### src/rtl/cmdq_pkg.sv
package cmdq_pkg;

  localparam int MADDR_W = 15;

  typedef enum logic [2:0] {
    ST_IDLE,
    ST_ENT_LO,
    ST_ENT_HI,
    ST_HDR,
    ST_DAT,
    ST_DISP,
    ST_ADV,
    ST_HALT
  } dec_state_e;

  typedef struct packed {
    logic [2:0]  kind;
    logic [11:0] count;
    logic [2:0]  subch;
    logic [12:0] mindex;
  } mhdr_t;

endpackage

### src/rtl/cmd_hdr_decode.sv
module cmd_hdr_decode
  import cmdq_pkg::*;
#(
  parameter logic [7:0] KIND_MASK = 8'b0100_0010
) (
  input  logic [31:0]        word,
  output mhdr_t              hdr,
  output logic [MADDR_W-1:0] maddr,
  output logic               supported
);

  always_comb begin
    hdr.kind   = word[30:28];
    hdr.count  = word[27:16];
    hdr.subch  = word[15:13];
    hdr.mindex = word[12:0];
    maddr      = {hdr.mindex, 2'b00};
    supported  = KIND_MASK[hdr.kind];
  end

endmodule

### src/rtl/cmd_method_route.sv
module cmd_method_route
  import cmdq_pkg::*;
#(
  parameter int STATE_REGS = 16,
  parameter int STATE_BASE = 'h200,
  parameter int SPEC_CNT   = 4,
  parameter int SPEC_BASE  = 'h100,
  localparam int SIDX_W    = $clog2(STATE_REGS)
) (
  input  logic [MADDR_W-1:0] maddr,
  output logic               is_state,
  output logic [SIDX_W-1:0]  state_idx,
  output logic               is_spec
);

  localparam logic [MADDR_W-1:0] ST_BASE_W = MADDR_W'(STATE_BASE);
  localparam logic [MADDR_W:0]   ST_SPAN   = (MADDR_W+1)'(STATE_REGS * 4);

  logic [MADDR_W-1:0] st_off;

  always_comb begin
    st_off    = maddr - ST_BASE_W;
    is_state  = (maddr >= ST_BASE_W) && ({1'b0, st_off} < ST_SPAN);
    state_idx = st_off[SIDX_W+1:2];
  end

  generate
    if (SPEC_CNT > 0) begin : g_spec
      localparam logic [MADDR_W-1:0] SP_BASE_W = MADDR_W'(SPEC_BASE);
      localparam logic [MADDR_W:0]   SP_SPAN   = (MADDR_W+1)'(SPEC_CNT * 4);
      logic [MADDR_W-1:0] sp_off;
      always_comb begin
        sp_off  = maddr - SP_BASE_W;
        is_spec = (maddr >= SP_BASE_W) && ({1'b0, sp_off} < SP_SPAN);
      end
    end else begin : g_nospec
      assign is_spec = 1'b0;
    end
  endgenerate

endmodule

### src/rtl/cmd_ring_ctrl.sv
module cmd_ring_ctrl #(
  parameter int RING_DEPTH = 4,
  localparam int IDX_W     = $clog2(RING_DEPTH)
) (
  input  logic             clk,
  input  logic             rst_n,
  input  logic             advance,
  input  logic [IDX_W-1:0] put_idx,
  output logic [IDX_W-1:0] get_idx,
  output logic             pending
);

  localparam logic [IDX_W-1:0] LAST = IDX_W'(RING_DEPTH - 1);

  logic [IDX_W-1:0] get_d;

  always_comb begin
    get_d   = (get_idx == LAST) ? '0 : get_idx + 1'b1;
    pending = (get_idx != put_idx);
  end

  always_ff @(posedge clk or negedge rst_n) begin
    if (!rst_n)       get_idx <= '0;
    else if (advance) get_idx <= get_d;
  end

endmodule

### src/rtl/cmdstream_decoder.sv
module cmdstream_decoder
  import cmdq_pkg::*;
#(
  parameter int RING_DEPTH          = 4,
  parameter int AW                  = 38,
  parameter int STATE_REGS          = 16,
  parameter int STATE_BASE          = 'h200,
  parameter int SPEC_CNT            = 4,
  parameter int SPEC_BASE           = 'h100,
  parameter logic [7:0] KIND_MASK   = 8'b0100_0010,
  localparam int IDX_W              = $clog2(RING_DEPTH),
  localparam int SIDX_W             = $clog2(STATE_REGS)
) (
  input  logic               clk,
  input  logic               rst_n,
  input  logic [AW-1:0]      ring_base,
  input  logic [IDX_W-1:0]   put_idx,
  output logic [IDX_W-1:0]   get_idx,
  output logic               mem_req,
  output logic [AW-1:0]      mem_addr,
  input  logic               mem_rvalid,
  input  logic [31:0]        mem_rdata,
  output logic               st_we,
  output logic [SIDX_W-1:0]  st_idx,
  output logic [31:0]        st_data,
  output logic               disp_req,
  output logic [14:0]        disp_mthd,
  output logic [2:0]         disp_subch,
  output logic [31:0]        disp_data,
  input  logic               disp_ack,
  input  logic               disp_yield,
  output logic               yield_evt,
  output logic               yield_progress,
  output logic               busy,
  output logic               idle_pulse,
  output logic               err
);

  localparam int PW = 21;

  // reset: asserted asynchronously, released on a clock edge
  logic rst_s1, rst_i;
  always_ff @(posedge clk or negedge rst_n) begin
    if (!rst_n) begin
      rst_s1 <= 1'b0;
      rst_i  <= 1'b0;
    end else begin
      rst_s1 <= 1'b1;
      rst_i  <= rst_s1;
    end
  end

  dec_state_e         state_q, state_d;
  logic [31:0]        lo_q, lo_d;
  logic [AW-1:0]      bufa_q, bufa_d;
  logic [PW-1:0]      nwords_q, nwords_d;
  logic [PW-1:0]      ptr_q, ptr_d;
  logic [PW-1:0]      hptr_q, hptr_d;
  logic [PW-1:0]      aptr_q, aptr_d;
  logic [MADDR_W-1:0] maddr_q, maddr_d;
  logic [11:0]        rem_q, rem_d;
  logic [2:0]         subch_q, subch_d;
  logic [31:0]        data_q, data_d;
  logic               pend_q, pend_d;
  logic               we_q, we_d;
  logic [SIDX_W-1:0]  widx_q, widx_d;
  logic [31:0]        wdat_q, wdat_d;
  logic               yev_q, yev_d;
  logic               yprog_q, yprog_d;
  logic               err_q, err_d;
  logic               busy_q;
  logic               advance, pending, rd_done;

  mhdr_t              hdr;
  logic [MADDR_W-1:0] hdr_maddr;
  logic               hdr_ok;
  logic               is_state, is_spec;
  logic [SIDX_W-1:0]  sidx;

  cmd_ring_ctrl #(.RING_DEPTH(RING_DEPTH)) i_ring (
    .clk     (clk),
    .rst_n   (rst_i),
    .advance (advance),
    .put_idx (put_idx),
    .get_idx (get_idx),
    .pending (pending)
  );

  cmd_hdr_decode #(.KIND_MASK(KIND_MASK)) i_hdr (
    .word      (mem_rdata),
    .hdr       (hdr),
    .maddr     (hdr_maddr),
    .supported (hdr_ok)
  );

  cmd_method_route #(
    .STATE_REGS (STATE_REGS),
    .STATE_BASE (STATE_BASE),
    .SPEC_CNT   (SPEC_CNT),
    .SPEC_BASE  (SPEC_BASE)
  ) i_route (
    .maddr     (maddr_q),
    .is_state  (is_state),
    .state_idx (sidx),
    .is_spec   (is_spec)
  );

  function automatic dec_state_e after_cmd(input logic [PW-1:0] p, input logic [PW-1:0] n);
    return (p >= n) ? ST_ADV : ST_HDR;
  endfunction

  // memory port
  always_comb begin
    mem_req  = 1'b0;
    mem_addr = '0;
    unique case (state_q)
      ST_ENT_LO: begin
        mem_req  = !pend_q;
        mem_addr = ring_base + AW'({get_idx, 3'b000});
      end
      ST_ENT_HI: begin
        mem_req  = !pend_q;
        mem_addr = ring_base + AW'({get_idx, 3'b100});
      end
      ST_HDR, ST_DAT: begin
        mem_req  = !pend_q;
        mem_addr = bufa_q + AW'({ptr_q, 2'b00});
      end
      default: ;
    endcase
  end

  assign rd_done = pend_q && mem_rvalid;

  // next-state logic
  always_comb begin
    state_d  = state_q;
    lo_d     = lo_q;
    bufa_d   = bufa_q;
    nwords_d = nwords_q;
    ptr_d    = ptr_q;
    hptr_d   = hptr_q;
    aptr_d   = aptr_q;
    maddr_d  = maddr_q;
    rem_d    = rem_q;
    subch_d  = subch_q;
    data_d   = data_q;
    pend_d   = pend_q;
    we_d     = 1'b0;
    widx_d   = widx_q;
    wdat_d   = wdat_q;
    yev_d    = 1'b0;
    yprog_d  = yprog_q;
    err_d    = err_q;
    advance  = 1'b0;

    if (mem_req)      pend_d = 1'b1;
    else if (rd_done) pend_d = 1'b0;

    unique case (state_q)
      ST_IDLE: if (pending) state_d = ST_ENT_LO;
      ST_ENT_LO: if (rd_done) begin
        lo_d    = mem_rdata;
        state_d = ST_ENT_HI;
      end
      ST_ENT_HI: if (rd_done) begin
        bufa_d   = AW'({mem_rdata[5:0], lo_q[31:2], 2'b00});
        nwords_d = mem_rdata[30:10];
        ptr_d    = '0;
        aptr_d   = '0;
        state_d  = (mem_rdata[30:10] == '0) ? ST_ADV : ST_HDR;
      end
      ST_HDR: if (rd_done) begin
        hptr_d  = ptr_q;
        ptr_d   = ptr_q + 1'b1;
        maddr_d = hdr_maddr;
        rem_d   = hdr.count;
        subch_d = hdr.subch;
        if (!hdr_ok) begin
          err_d   = 1'b1;
          state_d = ST_HALT;
        end else if (hdr.count == '0) begin
          state_d = after_cmd(ptr_q + 1'b1, nwords_q);
        end else begin
          state_d = ST_DAT;
        end
      end
      ST_DAT: if (rd_done) begin
        ptr_d  = ptr_q + 1'b1;
        data_d = mem_rdata;
        if (is_spec) begin
          state_d = ST_DISP;
        end else begin
          we_d    = is_state;
          widx_d  = sidx;
          wdat_d  = mem_rdata;
          maddr_d = maddr_q + MADDR_W'(4);
          rem_d   = rem_q - 1'b1;
          state_d = (rem_q == 12'd1) ? after_cmd(ptr_q + 1'b1, nwords_q) : ST_DAT;
        end
      end
      ST_DISP: if (disp_ack) begin
        if (disp_yield) begin
          ptr_d   = hptr_q;
          aptr_d  = hptr_q;
          yev_d   = 1'b1;
          yprog_d = (hptr_q != aptr_q);
          state_d = ST_HDR;
        end else begin
          maddr_d = maddr_q + MADDR_W'(4);
          rem_d   = rem_q - 1'b1;
          state_d = (rem_q == 12'd1) ? after_cmd(ptr_q, nwords_q) : ST_DAT;
        end
      end
      ST_ADV: begin
        advance = 1'b1;
        state_d = ST_IDLE;
      end
      default: state_d = ST_HALT;
    endcase
  end

  // control registers
  always_ff @(posedge clk or negedge rst_i) begin
    if (!rst_i) begin
      state_q <= ST_IDLE;
      pend_q  <= 1'b0;
      we_q    <= 1'b0;
      yev_q   <= 1'b0;
      yprog_q <= 1'b0;
      err_q   <= 1'b0;
      busy_q  <= 1'b0;
    end else begin
      state_q <= state_d;
      pend_q  <= pend_d;
      we_q    <= we_d;
      yev_q   <= yev_d;
      yprog_q <= yprog_d;
      err_q   <= err_d;
      busy_q  <= busy;
    end
  end

  // datapath registers
  always_ff @(posedge clk or negedge rst_i) begin
    if (!rst_i) begin
      lo_q     <= '0;
      bufa_q   <= '0;
      nwords_q <= '0;
      ptr_q    <= '0;
      hptr_q   <= '0;
      aptr_q   <= '0;
      maddr_q  <= '0;
      rem_q    <= '0;
      subch_q  <= '0;
      data_q   <= '0;
      widx_q   <= '0;
      wdat_q   <= '0;
    end else begin
      lo_q     <= lo_d;
      bufa_q   <= bufa_d;
      nwords_q <= nwords_d;
      ptr_q    <= ptr_d;
      hptr_q   <= hptr_d;
      aptr_q   <= aptr_d;
      maddr_q  <= maddr_d;
      rem_q    <= rem_d;
      subch_q  <= subch_d;
      data_q   <= data_d;
      widx_q   <= widx_d;
      wdat_q   <= wdat_d;
    end
  end

  always_comb begin
    st_we          = we_q;
    st_idx         = widx_q;
    st_data        = wdat_q;
    disp_req       = (state_q == ST_DISP);
    disp_mthd      = maddr_q;
    disp_subch     = subch_q;
    disp_data      = data_q;
    yield_evt      = yev_q;
    yield_progress = yprog_q;
    err            = err_q;
    busy           = !err_q && (pending || (state_q != ST_IDLE));
    idle_pulse     = busy_q && !busy && !err_q;
  end

endmodule

### config.mk
export PLATFORM = sky130hd
export DESIGN_NAME = cmdstream_decoder
export DESIGN_NICKNAME = d
export VERILOG_FILES = /design/src/rtl/cmdq_pkg.sv /design/src/rtl/cmd_hdr_decode.sv /design/src/rtl/cmd_method_route.sv /design/src/rtl/cmd_ring_ctrl.sv /design/src/rtl/cmdstream_decoder.sv
export SDC_FILE = /design/constraint.sdc
export NUM_CORES = 1
export LEC_CHECK = 0
export ABC_AREA = 1
export BUFFER_PORTS_ARGS = -buffer_cell sky130_fd_sc_hd__buf_2
export CORE_MARGIN = 2
export CORE_UTILIZATION = 59
export CTS_BUF_LIST = sky130_fd_sc_hd__clkbuf_16
export DETAILED_ROUTE_END_ITERATION = 12
export MAX_ROUTING_LAYER = met4
export PLACE_DENSITY_LB_ADDON = 0.2
export SLEW_MARGIN = 10
export SYNTH_ARGS = -nofsm -noshare
export SYNTH_HDL_FRONTEND = slang
export SYNTH_SLANG_ARGS = --single-unit
### constraint.sdc
create_clock -name clk -period 9 [get_ports clk]
set_input_delay 0.9 -clock clk [delete_from_list [all_inputs] [get_ports clk]]
set_output_delay 0.9 -clock clk [all_outputs]
set_load 0.005 [all_outputs]
==> load_flow_metrics.sql <==
INSERT INTO impl_metrics (metric_group, metric, value, unit) VALUES
('status', 'status', 'completed', ''),
('clocking', 'tritoncts.num_buffers', '27', ''),
('power', 'internal-power', '3450', 'uW'),
('clocking', 'cts.sink_count', '259', ''),
('floorplanning', 'fp.dieH', '170', 'um'),
('timing', 'worst_pin_slew', '1.09', 'ns'),
('grt', 'grt_util_all_layers', '0.369', ''),
('synthesis', 'synth_edf_count', '0', ''),
('timing', 'hold_violations', '0', ''),
('worst_setup_path', 'regToRegStartpoint', 'state_q[0]', ''),
('timing', 'report.final.slew_viol_count', '0', ''),
('worst_setup_path', 'crit_required', '8.10', 'ns'),
('power', 'leakage', '0.00914', 'uW'),
('synthesis', 'syn_avg_cell_area', '7.31', 'sq um'),
('synthesis', 'synth_seq_area_share', '0.396', ''),
('synthesis', 'dominantRegCellSynth', 'sky130_fd_sc_hd__dfrtp_1', ''),
('floorplanning', 'initial_util', '0.603', ''),
('layout', 'mostFrequentLayoutCell', 'sky130_fd_sc_hd__nand2_1', ''),
('synthesis', 'synth_async_sr_flop_share', '1.00', ''),
('synthesis', 'post_synth_main_area_contributors', 'sky130_fd_sc_hd__dfrtp_1 (40%), sky130_fd_sc_hd__nand2_1 (12%), sky130_fd_sc_hd__o21ai_0 (7.4%), sky130_fd_sc_hd__inv_1 (6.1%), sky130_fd_sc_hd__ha_1 (5.6%)', ''),
('detailed_routing', 'viasPerCell', '5.81', ''),
('power', 'power_density', '348', 'nW/um^2'),
('power', 'net-switching-power', '2990', 'uW'),
('floorplanning', 'io_pins', '211', ''),
('layout', 'final_layout_size_suffix_gt1_frac', '0.132', ''),
('placement', 'dp.final_hpwl', '38900', 'um'),
('clocking', 'postCtsResizedCells', '0', ''),
('power', 'power.ir.vdd_worst', '0.000208', 'V'),
('grt', 'grt_use_met3', '0.0393', ''),
('flow_run', 'max-cap-violations', '0', ''),
('floorplanning', 'floorplan.die_area', '29100', 'sq um'),
('timing', 'grt_setup_unrepaired', 'false', ''),
('clocking', 'clk_pin_slew', '0.06', 'ns'),
('timing', 'maxSlewHeadroom', '0.270', ''),
('placement', 'numPlacedInstances', '2760', ''),
('grt', 'globalRouteMet2Util', '0.565', ''),
('synthesis', 'syn-instance-count', '2236', ''),
('grt', 'globalRoute.totalOverflow', '0', ''),
('clocking', 'htreeDepth', '1', ''),
('placement', 'gp_congestion', '0.981', ''),
('floorplanning', 'placeableCoreArea', '27100', 'sq um'),
('detailed_routing', 'post-route-drc-count', '0', ''),
('worst_setup_path', 'timing.critical_path.from_type', 'flop', ''),
('worst_hold_path', 'hold_path.class', 'primary input to async pin', ''),
('worst_setup_path', 'setup_slack_reg_to_reg', '5.36', 'ns'),
('worst_setup_path', 'worst_r2r_path_depth', '8', ''),
('timing', 'fin_setup_tns', '0', 'ns'),
('layout', 'nets', '2570', ''),
('clocking', 'clk_latency', '0.56', 'ns'),
('worst_setup_path', 'crit_path_max_fanout', '8', ''),
('power', 'pwr-share-clk', '0.163', ''),
('clocking', 'cts_tree', 'built', ''),
('grt', 'number_of_antenna_violations_at_the_first_check_in_global_routing', '2', ''),
('timing', 'max_freq', '229', 'MHz'),
('layout', 'area_growth', '13.3', '%'),
('synthesis', 'mappedNetlistArea', '16400', 'sq um'),
('layout', 'final_cell_mix', 'sky130_fd_sc_hd__nand2_1 (540), sky130_fd_sc_hd__inv_1 (272), sky130_fd_sc_hd__dfrtp_1 (258)', ''),
('clocking', 'clockBufferDepth', '3', ''),
('grt', 'grt_start_max_net_pins', '160', ''),
('worst_setup_path', 'crit_type', 'flop to output port', ''),
('clocking', 'cts_hold_buffers', '0', ''),
('synthesis', 'synth_cell_types', '52', ''),
('grt', 'grt_pass1_wl', '81600', 'um'),
('clocking', 'ctsRootBufferMaster', 'sky130_fd_sc_hd__clkbuf_16', ''),
('timing', 'timing.final.crit_period', '4.36', 'ns'),
('grt', 'use_met1', '0.531', ''),
('synthesis', 'synth_top_area_cell', 'sky130_fd_sc_hd__dfrtp_1', ''),
('synthesis', 'yosys_warning_total', '0', ''),
('detailed_routing', 'first_iter_violations', '1792', ''),
('clocking', 'post-cts-setup-buffer-count', '0', ''),
('floorplanning', 'floorplan.rows', '60', '');
==> power by group through the flow <==
stage / Combinational [uW] / Sequential, uW / Clock (uW)
4_1_cts: 3130 / 2200 / 1060
3_3_place_gp: 3010 / 2180 / 0
6_report: 3170 / 2220 / 1050
2_1_floorplan: 2110 / 2070 / 0
3_5_place_dp: 3100 / 2210 / 0
5_1_grt: 3550 / 2270 / 1100
==> final cells by class <==
class                      instances  area, sq um
timing repair buffer             218         1130
fill                            2310         8580
clock inverter                    23          159
multi-input combinational       1634         8560
antenna                            2         5.00
inverter                         277         1040
clock buffer                      27          676
tap                              372          465
sequential                       259         6480
==> cells by family after synthesis <==
family | synth area share
buf+inv | 0.0815
other cells | 0.000459
compound gates | 0.163
simple gates | 0.262
xor+xnor | 0.0198
fa+ha+maj | 0.0595
mux | 0.0179
flops | 0.396
==> per-stage QoR <==
stage | setup slack, ns | area [sq um] | util | power, uW | hold slack, ns
3_5_place_dp | 5.12 | 17700 | 0.652 | 5310 | 0.366
5_1_grt | 4.53 | 18500 | 0.683 | 6920 | 0.124
3_3_place_gp | 5.10 | 17700 | 0.652 | 5200 | 0.344
6_report | 4.64 | 18500 | 0.683 | 6440 | 0.120
4_1_cts | 4.73 | 18500 | 0.683 | 6390 | 0.111
2_1_floorplan | 1.25 | 16400 | - | 4180 | 0.331
==> flip-flops by register name, summed over array words and instances (netlist names), 2 cells and up <==
name            count
state_q             3
st_data            32
disp_subch          3
i_ring.get_idx      2
ptr_q              21
nwords_q           21
disp_data          32
hptr_q             21
aptr_q             21
rem_q              12
bufa_q             36
disp_mthd          13
lo_q               30
st_idx              4
==> synth_stat cells, types with 23 or more instances <==
cell type / n
sky130_fd_sc_hd__xor2_1: 23
sky130_fd_sc_hd__dfrtp_1: 259
sky130_fd_sc_hd__o211ai_1: 23
sky130_fd_sc_hd__o21ai_1: 35
sky130_fd_sc_hd__nor3_1: 49
sky130_fd_sc_hd__a21oi_1: 97
sky130_fd_sc_hd__nor2_1: 196
sky130_fd_sc_hd__nand3_1: 149
sky130_fd_sc_hd__o21a_1: 35
sky130_fd_sc_hd__ha_1: 73
sky130_fd_sc_hd__o21ai_0: 243
sky130_fd_sc_hd__nand2_1: 542
sky130_fd_sc_hd__clkbuf_1: 47
sky130_fd_sc_hd__inv_1: 265
sky130_fd_sc_hd__mux2_2: 26
sky130_fd_sc_hd__nand4_1: 32
==> how the worst max path moves through the flow <==
stage | from | endpoint | cells past startpoint
global route | ptr_q[14] | mem_addr[25] | 9
global placement | ring_base[3] | mem_addr[35] | 17
CTS | ptr_q[14] | mem_addr[25] | 9
finish | ptr_q[14] | mem_addr[25] | 9
floorplan | rst_i | aptr_q[0] | 0
detailed placement | ring_base[3] | mem_addr[35] | 17
==> critical path, cell delays in order, from the launching register on <==
cell                       delay (ns)
sky130_fd_sc_hd__dfrtp_1         0.59
sky130_fd_sc_hd__ha_1            0.39
sky130_fd_sc_hd__a21oi_1         0.24
sky130_fd_sc_hd__a21boi_0        0.32
sky130_fd_sc_hd__o21ai_0         0.18
sky130_fd_sc_hd__nand2_1         0.09
sky130_fd_sc_hd__nand3_1         0.23
sky130_fd_sc_hd__o21ai_0         0.58
sky130_fd_sc_hd__nand3_1         0.13
sky130_fd_sc_hd__buf_2           0.16
==> layer usage <==
| layer | vias up | share of wire |
|---|---|---|
| li1 | 7780 | - |
| met1 | 7685 | 0.45 |
| met2 | 782 | 0.45 |
| met3 | 80 | 0.080 |
| met4 | 0 | 0.022 |
| met5 | - | 0 |
No activity file was read; power rests on OpenSTA's default activity.
